## src/rtl/qdec_pkg.sv

```systemverilog
package qdec_pkg;
    typedef enum logic [1:0] {
        PH_00 = 2'b00,
        PH_01 = 2'b01,
        PH_11 = 2'b11,
        PH_10 = 2'b10
    } phase_e;

    typedef enum logic {
        TMR_ARM = 1'b0,
        TMR_RUN = 1'b1
    } tmr_e;

    localparam int IRQ_N      = 4;
    localparam int IRQ_PERR   = 0;
    localparam int IRQ_DIRCHG = 1;
    localparam int IRQ_INDEX  = 2;
    localparam int IRQ_EXPIRE = 3;
endpackage

```

## src/rtl/qdec_sync.sv

```systemverilog
module qdec_sync #(
    parameter int W = 3
) (
    input  logic         clk,
    input  logic         rst,
    input  logic [W-1:0] din,
    output logic [W-1:0] dout
);
    logic [W-1:0] meta_q;
    logic [W-1:0] hold_q;

    always_ff @(posedge clk) begin
        if (rst) begin
            meta_q <= '0;
            hold_q <= '0;
        end else begin
            meta_q <= din;
            hold_q <= meta_q;
        end
    end

    assign dout = hold_q;
endmodule

```

## src/rtl/qdec_decoder.sv

```systemverilog
module qdec_decoder
    import qdec_pkg::*;
#(
    parameter int POS_W = 32
) (
    input  logic                    clk,
    input  logic                    rst,
    input  logic                    a_in,
    input  logic                    b_in,
    input  logic                    mode_4x,
    output logic signed [POS_W-1:0] pos,
    output logic                    dir,
    output logic                    step,
    output logic                    perr,
    output logic                    dirchg
);
    phase_e cur_q;
    phase_e obs;
    phase_e fwd_nxt;
    phase_e rev_nxt;
    logic signed [POS_W-1:0] pos_q;
    logic dir_q;
    logic moved, is_fwd, is_rev, a_moved;

    assign obs = phase_e'({a_in, b_in});

    // state register and counters
    always_ff @(posedge clk) begin
        if (rst) begin
            cur_q <= PH_00;
            pos_q <= '0;
            dir_q <= 1'b0;
        end else begin
            cur_q <= obs;
            if (step) begin
                pos_q <= is_rev ? pos_q - POS_W'(1) : pos_q + POS_W'(1);
                dir_q <= is_rev;
            end
        end
    end

    // transition decode
    always_comb begin
        unique case (cur_q)
            PH_00: begin fwd_nxt = PH_10; rev_nxt = PH_01; end
            PH_10: begin fwd_nxt = PH_11; rev_nxt = PH_00; end
            PH_11: begin fwd_nxt = PH_01; rev_nxt = PH_10; end
            PH_01: begin fwd_nxt = PH_00; rev_nxt = PH_11; end
            default: begin fwd_nxt = PH_00; rev_nxt = PH_00; end
        endcase
        moved   = (obs != cur_q);
        is_fwd  = moved && (obs == fwd_nxt);
        is_rev  = moved && (obs == rev_nxt);
        a_moved = (obs[1] != cur_q[1]);
        perr    = moved && !is_fwd && !is_rev;
        step    = (is_fwd || is_rev) && (mode_4x || a_moved);
        dirchg  = step && (is_rev != dir_q);
    end

    assign pos = pos_q;
    assign dir = dir_q;

    p_err_no_step_r5: assert property (@(posedge clk) disable iff (rst)
        perr |=> (pos_q == $past(pos_q)));

    p_unit_step_r2: assert property (@(posedge clk) disable iff (rst)
        (pos_q != $past(pos_q)) |->
            ((pos_q - $past(pos_q) == POS_W'(1)) || ($past(pos_q) - pos_q == POS_W'(1))));

    p_b_only_ignored_r3: assert property (@(posedge clk) disable iff (rst)
        (!mode_4x && moved && !a_moved) |=> (pos_q == $past(pos_q)));

    p_dir_follows_r4: assert property (@(posedge clk) disable iff (rst)
        step |=> (dir_q == $past(is_rev)));
endmodule

```

## src/rtl/qdec_prediv.sv

```systemverilog
module qdec_prediv #(
    parameter int EXP_W = 3
) (
    input  logic             clk,
    input  logic             rst,
    input  logic [EXP_W-1:0] div_exp,
    input  logic             edge_in,
    output logic             pulse
);
    localparam int CNT_W = (1 << EXP_W) - 1;

    logic [CNT_W-1:0] cnt_q;
    logic [EXP_W-1:0] exp_q;
    logic [CNT_W:0]   one_hot;
    logic [CNT_W-1:0] mask;
    logic             exp_same;

    always_comb begin
        one_hot  = (CNT_W + 1)'(1) << div_exp;
        mask     = CNT_W'(one_hot - 1'b1);
        exp_same = (div_exp == exp_q);
        pulse    = edge_in && exp_same && ((cnt_q & mask) == mask);
    end

    always_ff @(posedge clk) begin
        if (rst) begin
            cnt_q <= '0;
            exp_q <= '0;
        end else begin
            exp_q <= div_exp;
            if (!exp_same)    cnt_q <= '0;
            else if (pulse)   cnt_q <= '0;
            else if (edge_in) cnt_q <= cnt_q + 1'b1;
        end
    end

    p_pulse_needs_edge_r9: assert property (@(posedge clk) disable iff (rst)
        pulse |-> edge_in);

    p_restart_on_exp_r9: assert property (@(posedge clk) disable iff (rst)
        (div_exp != exp_q) |=> (cnt_q == '0));
endmodule

```

## src/rtl/qdec_velocity.sv

```systemverilog
module qdec_velocity
    import qdec_pkg::*;
#(
    parameter int TMR_W = 32,
    parameter int VEL_W = 32
) (
    input  logic             clk,
    input  logic             rst,
    input  logic [TMR_W-1:0] load,
    input  logic             pulse,
    output logic [VEL_W-1:0] vel,
    output logic             expire
);
    tmr_e st_q, st_d;
    logic [TMR_W-1:0] timer_q;
    logic [VEL_W-1:0] acc_q;
    logic [VEL_W-1:0] vel_q;

    // state register and datapath
    always_ff @(posedge clk) begin
        if (rst) begin
            st_q    <= TMR_ARM;
            timer_q <= '0;
            acc_q   <= '0;
            vel_q   <= '0;
        end else begin
            st_q <= st_d;
            if (st_q == TMR_ARM || expire) timer_q <= load;
            else                           timer_q <= timer_q - 1'b1;
            if (st_q == TMR_ARM) begin
                acc_q <= '0;
            end else if (expire) begin
                vel_q <= acc_q + VEL_W'(pulse);
                acc_q <= '0;
            end else if (pulse) begin
                acc_q <= acc_q + 1'b1;
            end
        end
    end

    // next state and outputs
    always_comb begin
        st_d   = st_q;
        expire = 1'b0;
        unique case (st_q)
            TMR_ARM: if (load != '0) st_d = TMR_RUN;
            TMR_RUN: begin
                if (load == '0) st_d = TMR_ARM;
                expire = (timer_q <= TMR_W'(1));
            end
            default: st_d = TMR_ARM;
        endcase
    end

    assign vel = vel_q;

    p_reload_r8: assert property (@(posedge clk) disable iff (rst)
        expire |=> (timer_q == $past(load)));

    p_acc_restart_r8: assert property (@(posedge clk) disable iff (rst)
        expire |=> (acc_q == '0));

    p_idle_no_expire_r8: assert property (@(posedge clk) disable iff (rst)
        (st_q == TMR_ARM) |-> !expire);
endmodule

```

## src/rtl/qdec_top.sv

```systemverilog
module qdec_top
    import qdec_pkg::*;
#(
    parameter int POS_W = 32,
    parameter int VEL_W = 32,
    parameter int TMR_W = 32,
    parameter int EXP_W = 3
) (
    input  logic                    clk,
    input  logic                    rst,
    input  logic                    phase_a,
    input  logic                    phase_b,
    input  logic                    index_in,
    input  logic                    mode_4x,
    input  logic [EXP_W-1:0]        div_exp,
    input  logic [TMR_W-1:0]        tmr_load,
    input  logic [IRQ_N-1:0]        irq_mask,
    input  logic [IRQ_N-1:0]        irq_clear,
    output logic signed [POS_W-1:0] position,
    output logic                    dir,
    output logic [VEL_W-1:0]        velocity,
    output logic [IRQ_N-1:0]        raw_status,
    output logic [IRQ_N-1:0]        masked_status,
    output logic                    irq
);
    logic [2:0] sync_out;
    logic idx_q;
    logic step, perr, dirchg, div_pulse, expire, idx_rise;
    logic [IRQ_N-1:0] set_vec;
    logic [IRQ_N-1:0] raw_q;

    qdec_sync #(.W(3)) u_sync (
        .clk (clk),
        .rst (rst),
        .din ({index_in, phase_a, phase_b}),
        .dout(sync_out)
    );

    qdec_decoder #(.POS_W(POS_W)) u_dec (
        .clk    (clk),
        .rst    (rst),
        .a_in   (sync_out[1]),
        .b_in   (sync_out[0]),
        .mode_4x(mode_4x),
        .pos    (position),
        .dir    (dir),
        .step   (step),
        .perr   (perr),
        .dirchg (dirchg)
    );

    qdec_prediv #(.EXP_W(EXP_W)) u_div (
        .clk    (clk),
        .rst    (rst),
        .div_exp(div_exp),
        .edge_in(step),
        .pulse  (div_pulse)
    );

    qdec_velocity #(.TMR_W(TMR_W), .VEL_W(VEL_W)) u_vel (
        .clk   (clk),
        .rst   (rst),
        .load  (tmr_load),
        .pulse (div_pulse),
        .vel   (velocity),
        .expire(expire)
    );

    assign idx_rise = sync_out[2] && !idx_q;

    always_comb begin
        set_vec             = '0;
        set_vec[IRQ_PERR]   = perr;
        set_vec[IRQ_DIRCHG] = dirchg;
        set_vec[IRQ_INDEX]  = idx_rise;
        set_vec[IRQ_EXPIRE] = expire;
    end

    always_ff @(posedge clk) begin
        if (rst) begin
            idx_q <= 1'b0;
            raw_q <= '0;
        end else begin
            idx_q <= sync_out[2];
            raw_q <= (raw_q & ~irq_clear) | set_vec;
        end
    end

    assign raw_status    = raw_q;
    assign masked_status = raw_q & irq_mask;
    assign irq           = |masked_status;

    p_index_flag_r7: assert property (@(posedge clk) disable iff (rst)
        idx_rise |=> raw_q[IRQ_INDEX]);

    p_w1c_r11: assert property (@(posedge clk) disable iff (rst)
        (|(irq_clear & ~set_vec)) |=> ((raw_q & $past(irq_clear & ~set_vec)) == '0));

    p_set_wins_r11: assert property (@(posedge clk) disable iff (rst)
        (|set_vec) |=> ((raw_q & $past(set_vec)) == $past(set_vec)));

    p_dirchg_flag_r6: assert property (@(posedge clk) disable iff (rst)
        dirchg |=> raw_q[IRQ_DIRCHG]);
endmodule

```

## config.mk

```make
export PLATFORM = sky130hd
export DESIGN_NAME = qdec_top
export DESIGN_NICKNAME = d
export VERILOG_FILES = /design/src/rtl/qdec_pkg.sv /design/src/rtl/qdec_sync.sv /design/src/rtl/qdec_decoder.sv /design/src/rtl/qdec_prediv.sv /design/src/rtl/qdec_velocity.sv /design/src/rtl/qdec_top.sv
export SDC_FILE = /design/constraint.sdc
export NUM_CORES = 1
export LEC_CHECK = 0
export CORE_MARGIN = 2
export CORE_UTILIZATION = 25
export DETAILED_ROUTE_END_ITERATION = 10
export SLEW_MARGIN = 40
export SYNTH_ARGS = -nofsm -noshare
export SYNTH_HDL_FRONTEND = slang
export SYNTH_SLANG_ARGS = --single-unit
```

## constraint.sdc

```tcl
create_clock -name clk -period 5.6 [get_ports clk]
set_clock_uncertainty 0.15 [all_clocks]
set_input_delay 1.12 -clock clk [delete_from_list [all_inputs] [get_ports clk]]
set_output_delay 1.12 -clock clk [all_outputs]
set_load 0.005 [all_outputs]
```

; Word level (Yosys, flattened, before mapping)
; Cells that the tools add are included.
[word_totals]
ff_bits = 153
latchBits = 0
ramBits = 0
mem_bits_ro = 0
input_bits = 49
out_inout_bits = 74
elab_cells = 69
memories = 0
[classes]
n_addsub = 7
mul = 0
div = 0
n_lt_le_gt_ge = 1
n_eq_ne = 10
shifts = 1
n_mux = 8
bitwise = 7
reduce_logical = 22
[ops]
columns = operator, n
row1 = 32-bit two-way mux, 2
row2 = 32-bit by 1-bit adder with 32-bit output, 1
row3 = "32-bit by 1-bit adder with 32-bit output, second input constant", 1
row4 = "32-bit by 2-bit adder with 32-bit output, second input constant", 1
row5 = "32-bit by 1-bit <= comparator with 1-bit output, second input constant", 1
row6 = 32-bit logical NOT, 1
row7 = 32-bit nonzero test, 1
row8 = "32-bit by 1-bit subtractor with 32-bit output, second input constant", 1
row9 = "32-bit by 2-bit subtractor with 32-bit output, second input constant", 1
row10 = 2-bit case mux with 4 select lines, 2
row11 = 1-bit logical AND, 9
row12 = 4-bit AND, 2
row13 = "7-bit by 1-bit adder with 7-bit output, second input constant", 1
row14 = 7-bit AND, 1
row15 = 7-bit == test, 1
row16 = "1-bit by 3-bit left shift with 7-bit output, first input constant", 1
row17 = "7-bit by 1-bit subtractor with 7-bit output, second input constant", 1
row18 = 3-bit OR reduction, 2
row19 = 2-bit == test, 2
row20 = "2-bit == test, second input constant", 2
row21 = 4-bit inverter, 1
row22 = 4-bit OR, 1
row23 = 4-bit OR reduction, 1
row24 = 3-bit == test, 1
row25 = 10 further kinds, 18

; Depth between registers and ports, before layout
; Gate-level depths: netlist of run 1.
[logic_depth]
ltp_word = 9
depth_mapped = 18
depth_no_buf = 16

; Cells and area by module
; A second synthesis of run 1 with hierarchy kept.
[hier_totals]
cells_unflattened = 1068
area_unflattened_um2 = 8826.0
[modules_own_cells]
columns = module, n_inst, cells_per_inst, area_per_inst_um2, seq_area_each_um2
row1 = qdec_velocity, 1, 576, 4862.2, 1941.9
row2 = qdec_decoder, 1, 384, 2950.3, 700.7
row3 = qdec_prediv, 1, 73, 645.6, 200.2
row4 = qdec_top, 1, 23, 210.2, 100.1
row5 = qdec_sync, 1, 12, 157.7, 120.1

; Worst setup path before layout of run 1
; No wires, ideal clock.
[synth_path]
kind = input -> register
start = in div_exp[0]
end = reg u_vel.vel_q[26], in the netlist u_vel.vel[26]
setup_time_ps = 86
arrival_time_ps = 4644
required_time_ps = 5364
slack_ps = 721
cell_stages = 18
path_buffers = 2
path_cell_list = buf_2 nor3_1 inv_1 ha_1 xnor2_1 a32o_1 a222oi_1 and3_1 ha_1 ha_1 nand3_1 or2_2 clkbuf_1 nor3_2 and2_1 nand2_1 xor2_1 a211oi_1
[synth_via]
elab_chain_len = 6
word_cells_on_any_way = 8
cone_classes = add/sub (2) / eq/ne (2) / shift (1) / bitwise (1) / reduce/logical (2)
[synth_lines]
columns = element, line_no
row1 = start: declaration, qdec_top.sv:15  ; input logic [EXP_W-1:0] div_exp,
row2 = 1-bit by 3-bit left shift with 7-bit output, qdec_prediv.sv:19  ; one_hot = (CNT_W + 1)'(1) << div_exp;
row3 = 7-bit by 1-bit subtractor with 7-bit output, qdec_prediv.sv:20  ; mask = CNT_W'(one_hot - 1'b1);
row4 = 7-bit AND, qdec_prediv.sv:22  ; pulse = edge_in && exp_same && ((cnt_q & mask) == mask);
row5 = 7-bit == test, qdec_prediv.sv:22
row6 = 1-bit logical AND (*), qdec_prediv.sv:22
row7 = net div_pulse, qdec_top.sv:28  ; logic step, perr, dirchg, div_pulse, expire, idx_rise;
row8 = 32-bit by 1-bit adder with 32-bit output (*), qdec_velocity.sv:33  ; vel_q <= acc_q + VEL_W'(pulse);
row9 = end signal: assignment, qdec_velocity.sv:33
row10 = end: declaration, qdec_velocity.sv:17  ; logic [VEL_W-1:0] vel_q;
; The timed path passes the listed nets; every way through them passes the cells marked *.
; A chain may end at the register's enable or synchronous reset.

; Final worst setup path of run 1
[layout_path]
start = in div_exp[1]
end = reg u_vel.vel_q[31], in the netlist u_vel.vel[31]
; Same word-level chain as after synthesis.

==> results of run 1 <==
## sequential cells by signal, summed over array words and instances, names as in the netlist, 3 cells and up
signal,cells
u_sync.dout,3
u_sync.meta_q,3
u_div.exp_q,3
raw_status,4
u_div.cnt_q,7
u_vel.acc_q,32
u_vel.vel,32
u_vel.timer_q,32
u_dec.pos,32
## cell type report
cell class	count	area (µm²)
Clock buffer	18	429
Clock inverter	14	139
Fill cell	3586	23500
Inverter	17	63.8
Multi-Input combinational cell	825	5250
Sequential cell	153	3060
Tap cell	455	569
Timing Repair Buffer	132	1300
## cells in the final DEF, fill, tap and decap left out, drive strengths merged, types with 7 or more instances in the layout
cell / instances
and2: 9
nor2: 160
buf: 11
a21o: 18
nand4: 30
clkdlybuf4s50: 121
or3: 13
ha: 37
inv: 23
nand2b: 11
xnor2: 67
a21oi: 62
o21bai: 7
nor3: 23
xor2: 60
clkbuf: 18
nor2b: 16
o21ai: 25
and3: 11
nand3: 25
nor4: 26
dfxtp: 153
a211oi: 65
nand2: 100
## routing by layer
layer,GRT usage,up-vias,routed length [µm]
li1,-,3905,-
met3,0.0315,21,1120
met5,0,-,0
met1,0.180,3648,11500
met4,0.0385,0,362
met2,0.209,151,10600
## critical path: stages
cell and delay (ps):
clkdlybuf4s50_1 540, nor3_1 330, inv_1 80, ha_1 280, xnor2_1 160, a32o_1 260, a222oi_1 280, and3_1 260
ha_1 180, nand3_1 190, or3_1 510, nor2_1 460, nand4_1 170, xor2_1 160, a211oi_1 220
## synthesized netlist by cell type, types with 4 or more instances
| cell | instances | area share |
|---|---|---|
| xor2_1 | 60 | 0.061 |
| nor3_1 | 21 | 0.012 |
| a21o_1 | 18 | 0.016 |
| nand2b_1 | 11 | 0.0080 |
| and2_1 | 9 | 0.0065 |
| a211oi_1 | 65 | 0.056 |
| or4_1 | 4 | 0.0035 |
| inv_1 | 16 | 0.0069 |
| o21ai_0 | 24 | 0.014 |
| o211ai_1 | 5 | 0.0043 |
| a311oi_1 | 4 | 0.0040 |
| nor2b_1 | 16 | 0.012 |
| nand3_1 | 25 | 0.014 |
| dfxtp_1 | 153 | 0.35 |
| nand2_1 | 100 | 0.043 |
| buf_2 | 13 | 0.0075 |
| a31oi_1 | 4 | 0.0029 |
| nor2_2 | 4 | 0.0029 |
| nand4_1 | 28 | 0.020 |
| mux2i_1 | 4 | 0.0046 |
| or3_1 | 12 | 0.0087 |
| nor2_1 | 156 | 0.068 |
| nor4_1 | 20 | 0.014 |
| clkbuf_1 | 43 | 0.019 |
| a21oi_1 | 62 | 0.036 |
| and3_1 | 11 | 0.0080 |
| xnor2_1 | 67 | 0.068 |
| ha_1 | 37 | 0.053 |
| o21bai_1 | 7 | 0.0061 |
## power groups by stage
stage	combinational (mW)	sequential (mW)	clock (mW)
floorplan	0.217	1.18	0
global placement	0.333	1.18	0
detailed placement	0.337	1.18	0
CTS	0.339	1.16	1.18
global route	0.376	1.17	1.23
finish	0.337	1.16	1.15
## final timing paths
path	startpoint	end	slack (ps)	cells past startpoint
setup reg to reg	u_dec.cur_q[0]$_SDFF_PP0_	u_dec.pos[31]$_SDFFE_PP0P_	1070	12
setup / recovery	div_exp[1]	u_vel.vel[31]$_SDFFE_PP0P_	580	15
hold reg to reg	u_sync.meta_q[2]$_SDFF_PP0_	u_sync.dout[2]$_SDFF_PP0_	290	1
hold / removal	u_sync.meta_q[2]$_SDFF_PP0_	u_sync.dout[2]$_SDFF_PP0_	290	1
## stage by stage
| stage | std cells | hold WS, ps | cell area (µm²) | setup WS, ps | util |
|---|---|---|---|---|---|
| 2_1_floorplan | 1060 | 264 | 8650 | 721 | - |
| 3_3_place_gp | 1582 | 290 | 10200 | 258 | 0.298 |
| 3_5_place_dp | 1582 | 288 | 10200 | 174 | 0.299 |
| 4_1_cts | 1614 | 298 | 10800 | 614 | 0.315 |
| 5_1_grt | 1614 | 312 | 10800 | 284 | 0.315 |
| 6_report | 1614 | 294 | 10800 | 578 | 0.315 |
## cells by family after synthesis
logic type | count (synthesis) | share of synthesized area
AOI/OAI and AO/OA | 215 | 0.165
adders and majority gates | 38 | 0.0558
DFF | 153 | 0.354
muxes | 4 | 0.00463
and+or+nand+nor | 441 | 0.251
xor gates and xnor gates | 127 | 0.129
buffers and inverters | 82 | 0.0411
==> results.md, run 1 <==
* Outcome: finished, final reports clean
* Critical setup path kind: in -> reg
* Initial DRC count at 287
* Peak VDD IR at 0.210 mV
* Slew HR at 0.495
* Pint at 1.90 mW
* Main synth FF type: dfxtp_1
* Drt first pass iters at 4
* Cell variety after synth at 67
* Flops & latches, synth at 153
* Die Footprint at 0.0361 mm²
* HP Class: reg -> reg
* Setup TNS Final at 0 ps
* Post-route antenna net violation count at 0
* Max Cap Viol at 0
* Initial Utilization at 0.252
* Clock Pin Slew Worst Setup and Hold Paths at 70 ps
* Syn. warnings at 0
* Antenna diode count at 0
* Worst-path fanout max at 7
* Vias in the first global route at 7,360
* CTS root buf: clkbuf_16
* HPWL Detailed at 17,100 µm
* Leakage at 3.81 nW
* Synth Net Count at 1,147
* Comb pwr share at 0.128
* Number of top-level pins at 123
* Syn Std Cell Area at 0.00865 mm²
* CTS tree: done
* Final number of setup-violating endpoints at 0
* CP arrival at 5210 ps
* Required time worst endpoint at 5780 ps
* Clock group share of total power at 0.434
* Final Power at 2.64 mW
* Maximum achievable frequency at 199 MHz
* Largest net degree at the start of global routing at 85
* Hold-fix buffers, CTS at 0
* H-Tree Depth at 4
* Vias at 7,725
* Flop pwr share at 0.439
* Layout area overhead at 24.9%
* Ys async rst share at 0
* Core ar. at 0.0343 mm²
* Postcts setup bufs at 0
* Net Sw Power at 0.743 mW
* DRC viols at 0
* Final Slew Violations at 0
* Layout cells sized above 1 at 0.0552
* Routability cong. at 0.850
* Worst-case clock buffer depth at 2
* Inserted Clock Buffers at 17
* Avg Cell Area, Syn at 8.16 µm²
* Vias/cell at 4.79
* CP endpoint kind: flip-flop
* Site Rows at 68
* Wirelength per Cell at 14.6 µm
* Hold Fails Final Rpt at 0
* RSZ-0062 raised after global routing: no
* Synth Instances at 1,060
* Pwr Density at 245 mW/mm²
* Clock sink total at 153
* Startpoint types: input pin
* Post-CTS Resized at 0
* Post-synthesis sequential area ratio at 0.354
* Nets at 1,233
* Port-buffer cells at 122
* Gr ovfl total at 0
* Clk Latency, worst-skew pair at 430 ps
* Min Tclk post-route at 5020 ps
* Sw Share at 0.281
* First-pass GRT wire length at 38,700 µm
* Tightest Pin Transition at 757 ps
* DIE WIDTH at 190 µm
* Total GRT Usage at 0.133
* Initial antenna violation count at 1
* Routed wire length at 23,600 µm
* Final Cycle Share at 0.897
* Post-synth EDFFs at 0
* Die height at 190 µm
Power figures use the tool's default switching activity.
==> run 2: changes to the inputs <==
--- a/config.mk
+++ b/config.mk
@@ -11,4 +11,5 @@
 export SLEW_MARGIN = 40
 export SYNTH_ARGS = -nofsm -noshare
 export SYNTH_HDL_FRONTEND = slang
+export SYNTH_HIERARCHICAL = 1
 export SYNTH_SLANG_ARGS = --single-unit
==> run 2 against run 1 <==
Total power is 1.4% higher. Utilization is 0.39 points higher. Sequential cell count stayed put. Synthesized cell count is 0.75% higher. Critical path type unchanged.
==> results.md, run 2 <==
* Outcome: finished, final reports clean
* Avg Cell Area, Syn at 8.26 µm²
* Min Tclk post-route at 4810 ps
* Critical setup path kind: in -> reg
* Dpl ws at 299 ps
* Worst-case clock buffer depth at 2
* Worst hold slack at 287 ps
* Peak VDD IR at 0.211 mV
* HP Class: reg -> reg
* Hold Fails Final Rpt at 0
* Final number of setup-violating endpoints at 0
* Vias at 7,970
* Number of top-level pins at 123
* Syn. warnings at 6
* Setup TNS Final at 0 ps
* Site Rows at 68
* Max Cap Viol at 0
* Count leader, synth: dfxtp_1
* Post-synthesis sequential area ratio at 0.347
* Post-CTS Resized at 0
* Syn Std Cell Area at 0.00883 mm²
* Synth Instances at 1,068
* Synth area leader: dfxtp_1
* Die height at 192 µm
* Ys async rst share at 0
* Slew HR at 0.516
* Worst-path fanout max at 12
* Total GRT Usage at 0.137
* Initial DRC count at 498
* Largest net degree at the start of global routing at 49
* Synth Net Count at 1,155
* CP endpoint kind: flip-flop
* Post-route worst setup slack at 785 ps
* Commonest cells after routing, fill and taps aside: 153 x dfxtp_1, 125 x nor2_1, 121 x clkdlybuf4s50_1, 114 x nand2_1, 70 x a21oi_1
* Drt first pass iters at 5
* Synth cell count leaders: 153 x dfxtp_1, 126 x nor2_1, 114 x nand2_1
* Port-buffer cells at 122
* Clk Latency, worst-skew pair at 440 ps
* CP arrival at 5020 ps
* Initial Utilization at 0.255
* DIE WIDTH at 192 µm
* Clock sink total at 153
* HPWL Detailed at 18,000 µm
* Most common cell after layout, fill and taps aside: dfxtp_1
* Gr ovfl total at 0
* Main synth FF type: dfxtp_1
* Postcts setup bufs at 0
* Layout cells sized above 1 at 0.0663
* Fillers at 3,600
* Nets at 1,251
* Hold-fix buffers, CTS at 0
* Synth top area share at 0.347
* Cell variety after synth at 74
* RSZ-0062 raised after global routing: no
* Tightest Pin Transition at 725 ps
* Initial antenna violation count at 0
* Vias/cell at 4.88
* Pwr Density at 242 mW/mm²
* H-Tree Depth at 4
* Routability cong. at 0.872
* Clock Pin Slew Worst Setup and Hold Paths at 70 ps
* Post-synth EDFFs at 0
* Ranking of synthesized cells by area: dfxtp_1 35%, xor2_1 6.3%, xnor2_1 6.2%
* Antenna diode count at 0
* DRC viols at 0
* Required time worst endpoint at 5810 ps
* CTS root buf: clkbuf_16
* Core ar. at 0.0346 mm²
* Die Footprint at 0.0368 mm²
* Maximum achievable frequency at 208 MHz
* Layout area overhead at 25.2%
* Leakage at 3.82 nW
* Routed wire length at 24,800 µm
* Final core utilization at 0.319
* Final Cycle Share at 0.860
* Vias in the first global route at 7,522
* Startpoint types: input pin
* Wirelength per Cell at 15.2 µm
* Final Slew Violations at 0
* CTS tree: done
* Inserted Clock Buffers at 17
* Flops & latches, synth at 153
* Post-route antenna net violation count at 0
* First-pass GRT wire length at 39,900 µm
-- run 2: path summary, 6_finish.rpt --
check,startpoint,end,slack (ps),cells past startpoint
min,u_sync/meta_q[0]$_SDFF_PP0_,u_sync/dout[0]$_SDFF_PP0_,290,1
max reg2reg,u_sync/dout[1]$_SDFF_PP0_,u_dec/pos[24]$_SDFFE_PP0P_,1790,12
min reg2reg,u_sync/meta_q[0]$_SDFF_PP0_,u_sync/dout[0]$_SDFF_PP0_,290,1
max,div_exp[2],u_vel/vel[30]$_SDFFE_PP0P_,790,16
-- run 2: cell type report --
type	instances	area [µm²]	area share
Clock inverter	15	149	0.0135
Clock buffer	17	425	0.0385
Inverter	19	71.3	0.00645
Multi-Input combinational cell	833	5410	0.489
Timing Repair Buffer	140	1370	0.124
Sequential cell	153	3060	0.277
Tap cell	455	569	0.0515
-- run 2: routing by layer --
layer  vias up  track usage  routed length (µm)
met1      3776        0.179               11700
met5         -            0                   0
met4         0       0.0343                 259
met2       168        0.226               11600
met3        23       0.0305                1290
li1       4003            -                   -
-- run 2: cells by family (layout without fill, tap and decap cells) --
| logic type | Yosys count | in the layout | share of synthesized area |
|---|---|---|---|
| xor gates and xnor gates | 125 | 125 | 0.124 |
| AOI/OAI and AO/OA | 215 | 215 | 0.166 |
| DFF | 153 | 153 | 0.347 |
| and+or+nand+nor | 447 | 447 | 0.257 |
| muxes | 8 | 8 | 0.00921 |
| adders and majority gates | 38 | 38 | 0.0547 |
| buffers and inverters | 82 | 191 | 0.0420 |
-- run 2: power by group --
| group | switching (mW) | leakage (nW) | total, mW | internal, mW |
|---|---|---|---|---|
| clock | 0.556 | 0.284 | 1.15 | 0.595 |
| sequential | 0.0363 | 1.25 | 1.16 | 1.12 |
| combinational | 0.205 | 2.29 | 0.369 | 0.164 |
-- run 2: stage by stage --
stage                     power (mW)  instances  instance area (µm²)
after global routing            2.81       1632                11100
after global placement          1.54       1598                10400
after floorplan                 1.41       1068                 8830
final                           2.68       1632                11100
after detailed placement        1.55       1600                10500
after CTS                       2.72       1632                11100
-- run 2: worst max-delay path, cell delays in order --
cell	delay, ps
clkdlybuf4s50_1	600
nor3_1	280
inv_1	70
ha_1	270
or3b_1	200
a31oi_2	110
nor4_4	290
and2_1	360
ha_1	230
ha_1	180
nand3_1	270
nor4_2	350
buf_4	190
nand3_1	90
xor2_1	170
a211oi_1	230
==> run 3: changes to the inputs <==
--- a/config.mk
+++ b/config.mk
@@ -8,6 +8,7 @@
 export CORE_MARGIN = 2
 export CORE_UTILIZATION = 25
 export DETAILED_ROUTE_END_ITERATION = 10
+export SETUP_SLACK_MARGIN = 0.15
 export SLEW_MARGIN = 40
 export SYNTH_ARGS = -nofsm -noshare
 export SYNTH_HDL_FRONTEND = slang
==> results of run 3 <==
Same layout as run 2: the final DEF is identical, and so are final timing and power.
